## config.mk

```make
export PLATFORM = sky130hd
export DESIGN_NAME = term_status_word
export DESIGN_NICKNAME = d
export VERILOG_FILES = /design/src/rtl/sts_pkg.sv /design/src/rtl/sts_cmd_sampler.sv /design/src/rtl/sts_flag_bank.sv /design/src/rtl/sts_fail_latch.sv /design/src/rtl/sts_bit_pulse.sv /design/src/rtl/term_status_word.sv
export SDC_FILE = /design/constraint.sdc
export NUM_CORES = 1
export LEC_CHECK = 0
export BUFFER_PORTS_ARGS = -buffer_cell sky130_fd_sc_hd__buf_2
export CELL_PAD_IN_SITES_DETAIL_PLACEMENT = 0
export CELL_PAD_IN_SITES_GLOBAL_PLACEMENT = 1
export CORE_UTILIZATION = 27
export DETAILED_ROUTE_END_ITERATION = 8
export PLACE_DENSITY = 0.73
export SYNTH_ARGS = -nofsm -noshare
export SYNTH_HDL_FRONTEND = slang
export SYNTH_SLANG_ARGS = --single-unit
```

## constraint.sdc

```tcl
create_clock -name clk -period 1.11 [get_ports clk]
set_clock_uncertainty 0.1 [all_clocks]
set_input_delay 0.222 -clock clk [delete_from_list [all_inputs] [get_ports clk]]
set_output_delay 0.222 -clock clk [all_outputs]
set_load 0.02 [all_outputs]
```

## src/rtl/sts_pkg.sv

```systemverilog
package sts_pkg;
  localparam int STS_W   = 16;
  localparam int TADDR_W = 5;
  localparam int MCODE_W = 5;

  typedef struct packed {
    logic [TADDR_W-1:0] taddr;
    logic               msg_err;
    logic               instr;
    logic               svc_req;
    logic [2:0]         rsvd;
    logic               bcast_rx;
    logic               busy;
    logic               ssf;
    logic               dbca;
    logic               tflag;
  } sts_word_t;

  // Bus-control acceptance qualifier: mode command, matching code, T/R = 1.
  function automatic logic is_dbc_cmd(input logic is_mode,
                                      input logic [MCODE_W-1:0] code,
                                      input logic tr,
                                      input logic [MCODE_W-1:0] dbc_code);
    return is_mode && (code == dbc_code) && tr;
  endfunction

  // Packs the live flags into the transmitted layout; unowned bits read 0.
  function automatic logic [STS_W-1:0] pack_word(input logic [TADDR_W-1:0] taddr,
                                                 input logic msg_err,
                                                 input logic svc_req,
                                                 input logic bcast_rx,
                                                 input logic dbca);
    sts_word_t w;
    w          = '0;
    w.taddr    = taddr;
    w.msg_err  = msg_err;
    w.svc_req  = svc_req;
    w.bcast_rx = bcast_rx;
    w.dbca     = dbca;
    return w;
  endfunction
endpackage

```

## src/rtl/sts_cmd_sampler.sv

```systemverilog
module sts_cmd_sampler
  import sts_pkg::*;
#(
  parameter logic [MCODE_W-1:0] DBC_CODE = '0
) (
  input  logic               clk,
  input  logic               rst_n,
  input  logic               in_cmd,
  input  logic               illegal_n,
  input  logic               dbc_accept_n,
  input  logic               cmd_is_mode,
  input  logic [MCODE_W-1:0] cmd_mode_code,
  input  logic               cmd_tr,
  output logic               in_cmd_rise,
  output logic               illegal_hit,
  output logic               dbc_grant
);
  logic in_cmd_q;

  always_ff @(posedge clk or negedge rst_n) begin
    if (!rst_n) in_cmd_q <= 1'b0;
    else        in_cmd_q <= in_cmd;
  end

  assign in_cmd_rise = in_cmd && !in_cmd_q;
  assign illegal_hit = !illegal_n;
  assign dbc_grant   = is_dbc_cmd(cmd_is_mode, cmd_mode_code, cmd_tr, DBC_CODE)
                       && !dbc_accept_n && illegal_n;
endmodule

```

## src/rtl/sts_flag_bank.sv

```systemverilog
module sts_flag_bank
  import sts_pkg::*;
(
  input  logic               clk,
  input  logic               rst_n,
  input  logic               stat_update,
  input  logic               svc_req_n,
  input  logic [TADDR_W-1:0] term_addr,
  input  logic               cmd_valid,
  input  logic               cmd_bcast,
  input  logic               in_cmd_rise,
  input  logic               illegal_hit,
  input  logic               dbc_grant,
  output logic [STS_W-1:0]   word
);
  logic [TADDR_W-1:0] taddr_q;
  logic               svc_q;
  logic               merr_q;
  logic               bcast_q;
  logic               dbca_q;

  always_ff @(posedge clk or negedge rst_n) begin
    if (!rst_n) begin
      taddr_q <= '0;
      svc_q   <= 1'b0;
    end else if (stat_update) begin
      taddr_q <= term_addr;
      svc_q   <= !svc_req_n;
    end
  end

  always_ff @(posedge clk or negedge rst_n) begin
    if (!rst_n) begin
      merr_q  <= 1'b0;
      dbca_q  <= 1'b0;
      bcast_q <= 1'b0;
    end else begin
      if (cmd_valid) begin
        merr_q  <= 1'b0;
        dbca_q  <= 1'b0;
        bcast_q <= cmd_bcast;
      end
      if (in_cmd_rise) begin
        merr_q <= illegal_hit;
        dbca_q <= dbc_grant;
      end
    end
  end

  assign word = pack_word(taddr_q, merr_q, svc_q, bcast_q, dbca_q);
endmodule

```

## src/rtl/sts_fail_latch.sv

```systemverilog
module sts_fail_latch (
  input  logic clk,
  input  logic rst_n,
  input  logic fault,
  input  logic refresh,
  output logic fail_n
);
  logic fail_q;

  always_ff @(posedge clk or negedge rst_n) begin
    if (!rst_n)       fail_q <= 1'b0;
    else if (refresh) fail_q <= fault;
    else if (fault)   fail_q <= 1'b1;
  end

  assign fail_n = !fail_q;
endmodule

```

## src/rtl/sts_bit_pulse.sv

```systemverilog
module sts_bit_pulse #(
  parameter int PULSE_CYC = 4
) (
  input  logic clk,
  input  logic rst_n,
  input  logic req,
  output logic en_n
);
  generate
    if (PULSE_CYC <= 1) begin : g_single
      logic on_q;
      always_ff @(posedge clk or negedge rst_n) begin
        if (!rst_n) on_q <= 1'b0;
        else        on_q <= req;
      end
      assign en_n = !on_q;
    end else begin : g_count
      localparam int CNT_W = $clog2(PULSE_CYC + 1);
      localparam logic [CNT_W-1:0] LOAD = CNT_W'(PULSE_CYC);
      logic [CNT_W-1:0] cnt_q;
      always_ff @(posedge clk or negedge rst_n) begin
        if (!rst_n)           cnt_q <= '0;
        else if (req)         cnt_q <= LOAD;
        else if (cnt_q != '0) cnt_q <= cnt_q - 1'b1;
      end
      assign en_n = (cnt_q == '0);
    end
  endgenerate
endmodule

```

## src/rtl/term_status_word.sv

```systemverilog
module term_status_word
  import sts_pkg::*;
#(
  parameter logic [MCODE_W-1:0] DBC_MODE_CODE = '0,
  parameter int                 BIT_PULSE_CYC = 4
) (
  input  logic               clk,
  input  logic               rst_n,
  input  logic [TADDR_W-1:0] term_addr,
  input  logic               svc_req_n,
  input  logic               illegal_n,
  input  logic               dbc_accept_n,
  input  logic               selftest_fail,
  input  logic               wdog_timeout,
  input  logic               in_cmd,
  input  logic               cmd_valid,
  input  logic               cmd_is_mode,
  input  logic [MCODE_W-1:0] cmd_mode_code,
  input  logic               cmd_tr,
  input  logic               cmd_bcast,
  input  logic               stat_update,
  input  logic               bit_word_req,
  output logic [STS_W-1:0]   status_word,
  output logic               rt_fail_n,
  output logic               bit_en_n
);
  logic in_cmd_rise;
  logic illegal_hit;
  logic dbc_grant;
  logic fault_any;

  assign fault_any = selftest_fail || wdog_timeout;

  sts_cmd_sampler #(.DBC_CODE(DBC_MODE_CODE)) u_smp (
    .clk           (clk),
    .rst_n         (rst_n),
    .in_cmd        (in_cmd),
    .illegal_n     (illegal_n),
    .dbc_accept_n  (dbc_accept_n),
    .cmd_is_mode   (cmd_is_mode),
    .cmd_mode_code (cmd_mode_code),
    .cmd_tr        (cmd_tr),
    .in_cmd_rise   (in_cmd_rise),
    .illegal_hit   (illegal_hit),
    .dbc_grant     (dbc_grant)
  );

  sts_flag_bank u_flags (
    .clk         (clk),
    .rst_n       (rst_n),
    .stat_update (stat_update),
    .svc_req_n   (svc_req_n),
    .term_addr   (term_addr),
    .cmd_valid   (cmd_valid),
    .cmd_bcast   (cmd_bcast),
    .in_cmd_rise (in_cmd_rise),
    .illegal_hit (illegal_hit),
    .dbc_grant   (dbc_grant),
    .word        (status_word)
  );

  sts_fail_latch u_fail (
    .clk     (clk),
    .rst_n   (rst_n),
    .fault   (fault_any),
    .refresh (stat_update),
    .fail_n  (rt_fail_n)
  );

  sts_bit_pulse #(.PULSE_CYC(BIT_PULSE_CYC)) u_bit (
    .clk   (clk),
    .rst_n (rst_n),
    .req   (bit_word_req),
    .en_n  (bit_en_n)
  );
endmodule

```

==> impl_metrics.csv <==
group,metric,value,unit
critical_path,worstPathArrival,1.12,ns
floorplanning,initial_core_util,29.79,%
critical_path,path_max_fanout,2,
final_layout,fin_area,1087,um^2
grt,gr-total-overflow,0,
grt,antenna_found_initial,0,
final_layout,drive_gt1_share,63.46,%
logic_synthesis,ys_warn_count,0,
power,irDropWorstVdd,969.2,uV
final_layout,area_growth,58.87,%
sta,fin_tns_setup,-0.8308,ns
critical_path,reg2reg_setup_slack,-0.14,ns
power,p_total,1.807,mW
routing,drtAntennaViolNets,0,
sta,rsz0062_at_grt,"yes",
final_layout,diodes,0,
grt,grt_max_degree,15,
sta,setup_viol,14,
logic_synthesis,seq_area_frac_synth,51.19,%
critical_path,startpoint_type,"register",
floorplanning,die_width,52.35,um
run,maxCapViolCount,0,
place,portBuffers,34,
critical_path,endpoint,"bit_en_n",
logic_synthesis,netlist_area,684.4,um^2
clock_network,cts_tree,"yes",
grt,grt_pass1_wl,1869,um
final_layout,fill_cells,221,
logic_synthesis,syn_inst,58,
floorplanning,io_pins,42,
sta,finalCritPeriodShare,130.0,%
routing,drc,0,
routing,routedWlPerCell,9.538,um
clock_network,clkLatencyLatePin,0.27,ns
floorplanning,die-area,2740,um^2
floorplanning,core_area,2297,um^2
logic_synthesis,ys_ff_latch,14,
logic_synthesis,syn_avg_cell_area,11.80,um^2
clock_network,cts_max_path_buffers,2,
place,dpl_cell_area,862.1,um^2
clock_network,cts_root_buf,"clkbuf_4",
routing,totalWireLength,1259,um
routing,drt_iter0_drc,2,
critical_path,startpoint,"u_bit.g_count.cnt_q[1]$_DFFE_PN0P_",
sta,fin_ws,-0.3329,ns
clock_network,clk_pin_slew_worst_paths,0.08,ns
grt,grt_pass1_vias,478,
grt,grt_usage,9.744,%
sta,max_freq,0.6930,GHz
min_path,min_path_type,"in -> reg",
outcome,status,"finished with violations",
critical_path,regToRegStartpoint,"u_bit.g_count.cnt_q[1]$_DFFE_PN0P_",
place,dp_hpwl,931.5,um
critical_path,crit_type,"reg -> out",
clock_network,cts_sinks,14,
power,power.density,1662,nW/um^2
floorplanning,fp.dieH,52.35,um
final_layout,layout.nets,131,
routing,drt_pass1_iterations,3,
clock_network,cts_made_buffers,3,
floorplanning,core.rowCount,17,
outcome,violations,"setup timing",
place,place_congestion,0.5931,
sta,fin_crit,1.443,ns
sta,hold_violations,0,
logic_synthesis,synthDistinctLibCells,19,
routing,via_per_inst,4.106,
critical_path,endpoint_kind,"output port",
sta,slew_violations,0,
critical_path,reg2regPathDepth,7,
power,power_leakage,0.5658,nW
critical_path,cp_data_required_time,0.79,ns
critical_path,r2r-end,"u_bit.g_count.cnt_q[2]$_DFFE_PN0P_",
routing,vias,542,
clock_network,h-tree-depth,1,
## how the worst min path moves through the flow
stage	from	slack [ns]	cells past startpoint	endpoint
2_1_floorplan	rst_n	-0.17	0	u_bit.g_count.cnt_q[0]$_DFFE_PN0P_
3_3_place_gp	rst_n	0.03	1	u_flags.svc_q$_DFFE_PN0P_
3_5_place_dp	rst_n	0.03	1	u_flags.svc_q$_DFFE_PN0P_
4_1_cts	cmd_mode_code[2]	0.005	2	u_flags.dbca_q$_DFFE_PN0P_
5_1_grt	svc_req_n	0.009	2	u_flags.svc_q$_DFFE_PN0P_
6_report	svc_req_n	0.02	2	u_flags.svc_q$_DFFE_PN0P_
## placed cells by master (no fill, tap or decap), drive strengths merged
cell	instances
conb	7
nand2b	2
ha	2
and4bb	1
nand3b	2
dlygate4sd3	3
o21ai	2
o31ai	1
dfrtp	14
a21oi	1
a211oi	1
mux2	6
mux2i	1
nor2	3
xnor2	1
buf	45
clkbuf	4
nand4bb	1
o41ai	1
inv	6
## area by class of cell
class | count | area [um^2] | share of cell area, %
clock buffer | 4 | 36.28 | 3.337
tap | 28 | 35.03 | 3.222
timing repair buffer | 48 | 351.6 | 32.34
sequential | 14 | 350.3 | 32.22
inverter | 6 | 25.02 | 2.302
multi-input combinational | 32 | 289.0 | 26.58
## worst max-delay path, cell delays in order (launching register included)
cell and delay [ns]:
dfrtp_1 0.40, inv_2 0.09, ha_4 0.15, nand2b_4 0.06, inv_4 0.05, buf_6 0.10
## cell families (layout without fill, tap and decap cells)
| family | after synthesis | count (layout) | share of synthesized area [%] |
|---|---|---|---|
| XOR/XNOR | 1 | 1 | 1.280 |
| other | 1 | 7 | 0.5479 |
| AND/OR/NAND/NOR | 9 | 9 | 9.139 |
| adder cells (fa/ha/maj) | 2 | 2 | 3.656 |
| multiplexers | 7 | 7 | 11.33 |
| buffers and inverters | 18 | 58 | 16.09 |
| AO/OA/AOI/OAI | 6 | 6 | 6.765 |
| flip-flops | 14 | 14 | 51.19 |
## cells in the mapped netlist
master / count / area [um^2]
a211oi_1: 1 / 7.510
xnor2_1: 1 / 8.760
mux2_2: 6 / 67.56
conb_1: 1 / 3.750
and4bb_1: 1 / 12.51
nand3b_1: 2 / 15.01
buf_2: 1 / 5.000
o31ai_1: 1 / 7.510
mux2i_1: 1 / 10.01
dfrtp_1: 14 / 350.3
o41ai_2: 1 / 16.27
nand4bb_1: 1 / 11.26
buf_4: 11 / 82.58
nor2_1: 3 / 11.26
ha_1: 2 / 25.02
nand2b_1: 2 / 12.51
a21oi_1: 1 / 5.000
inv_1: 6 / 22.52
o21ai_0: 2 / 10.01
## registers in the layout (all words and copies together), names as in the netlist
signal and count:
u_smp.in_cmd_q 1, u_flags.svc_q 1, u_flags.dbca_q 1, u_flags.bcast_q 1, u_flags.merr_q 1, u_flags.taddr_q 5
u_bit.g_count.cnt_q 3, u_fail.fail_q 1
## where the power goes
part	internal (mW)	switching (mW)
sequential	0.588	0.0542
combinational	0.470	0.335
clock	0.199	0.161
total	1.26	0.550
## layer usage
metal / wire length [um] / global-route usage [%] / share of wire [%]
met1: 523 / 10.13 / 42
met2: 620 / 16.88 / 49
met3: 108 / 4.348 / 8.6
met4: 7 / 3.947 / 0.56
met5: 0 / 0 / 0
## timing repair
item	in CTS	in global routing
gates cloned	0	0
hold buffers	2	1
resized for setup	28	1
setup buffers	5	5
endpoints found under the hold margin	15	1
pin swaps	3	3
setup endpoints to repair	14	15
## metrics by stage
stage               cells  hold WS [ns]  utilization [%]  setup slack [ns]
floorplan              64       -0.1736                -           0.02668
global placement      116       0.03288            37.53          -0.08707
detailed placement    116       0.03417            37.53           -0.1062
CTS                   127      0.004998            45.26           -0.3356
global route          132      0.009368            47.33           -0.4002
finish                132       0.01770            47.33           -0.3329
(Power assumes the default switching activity.)
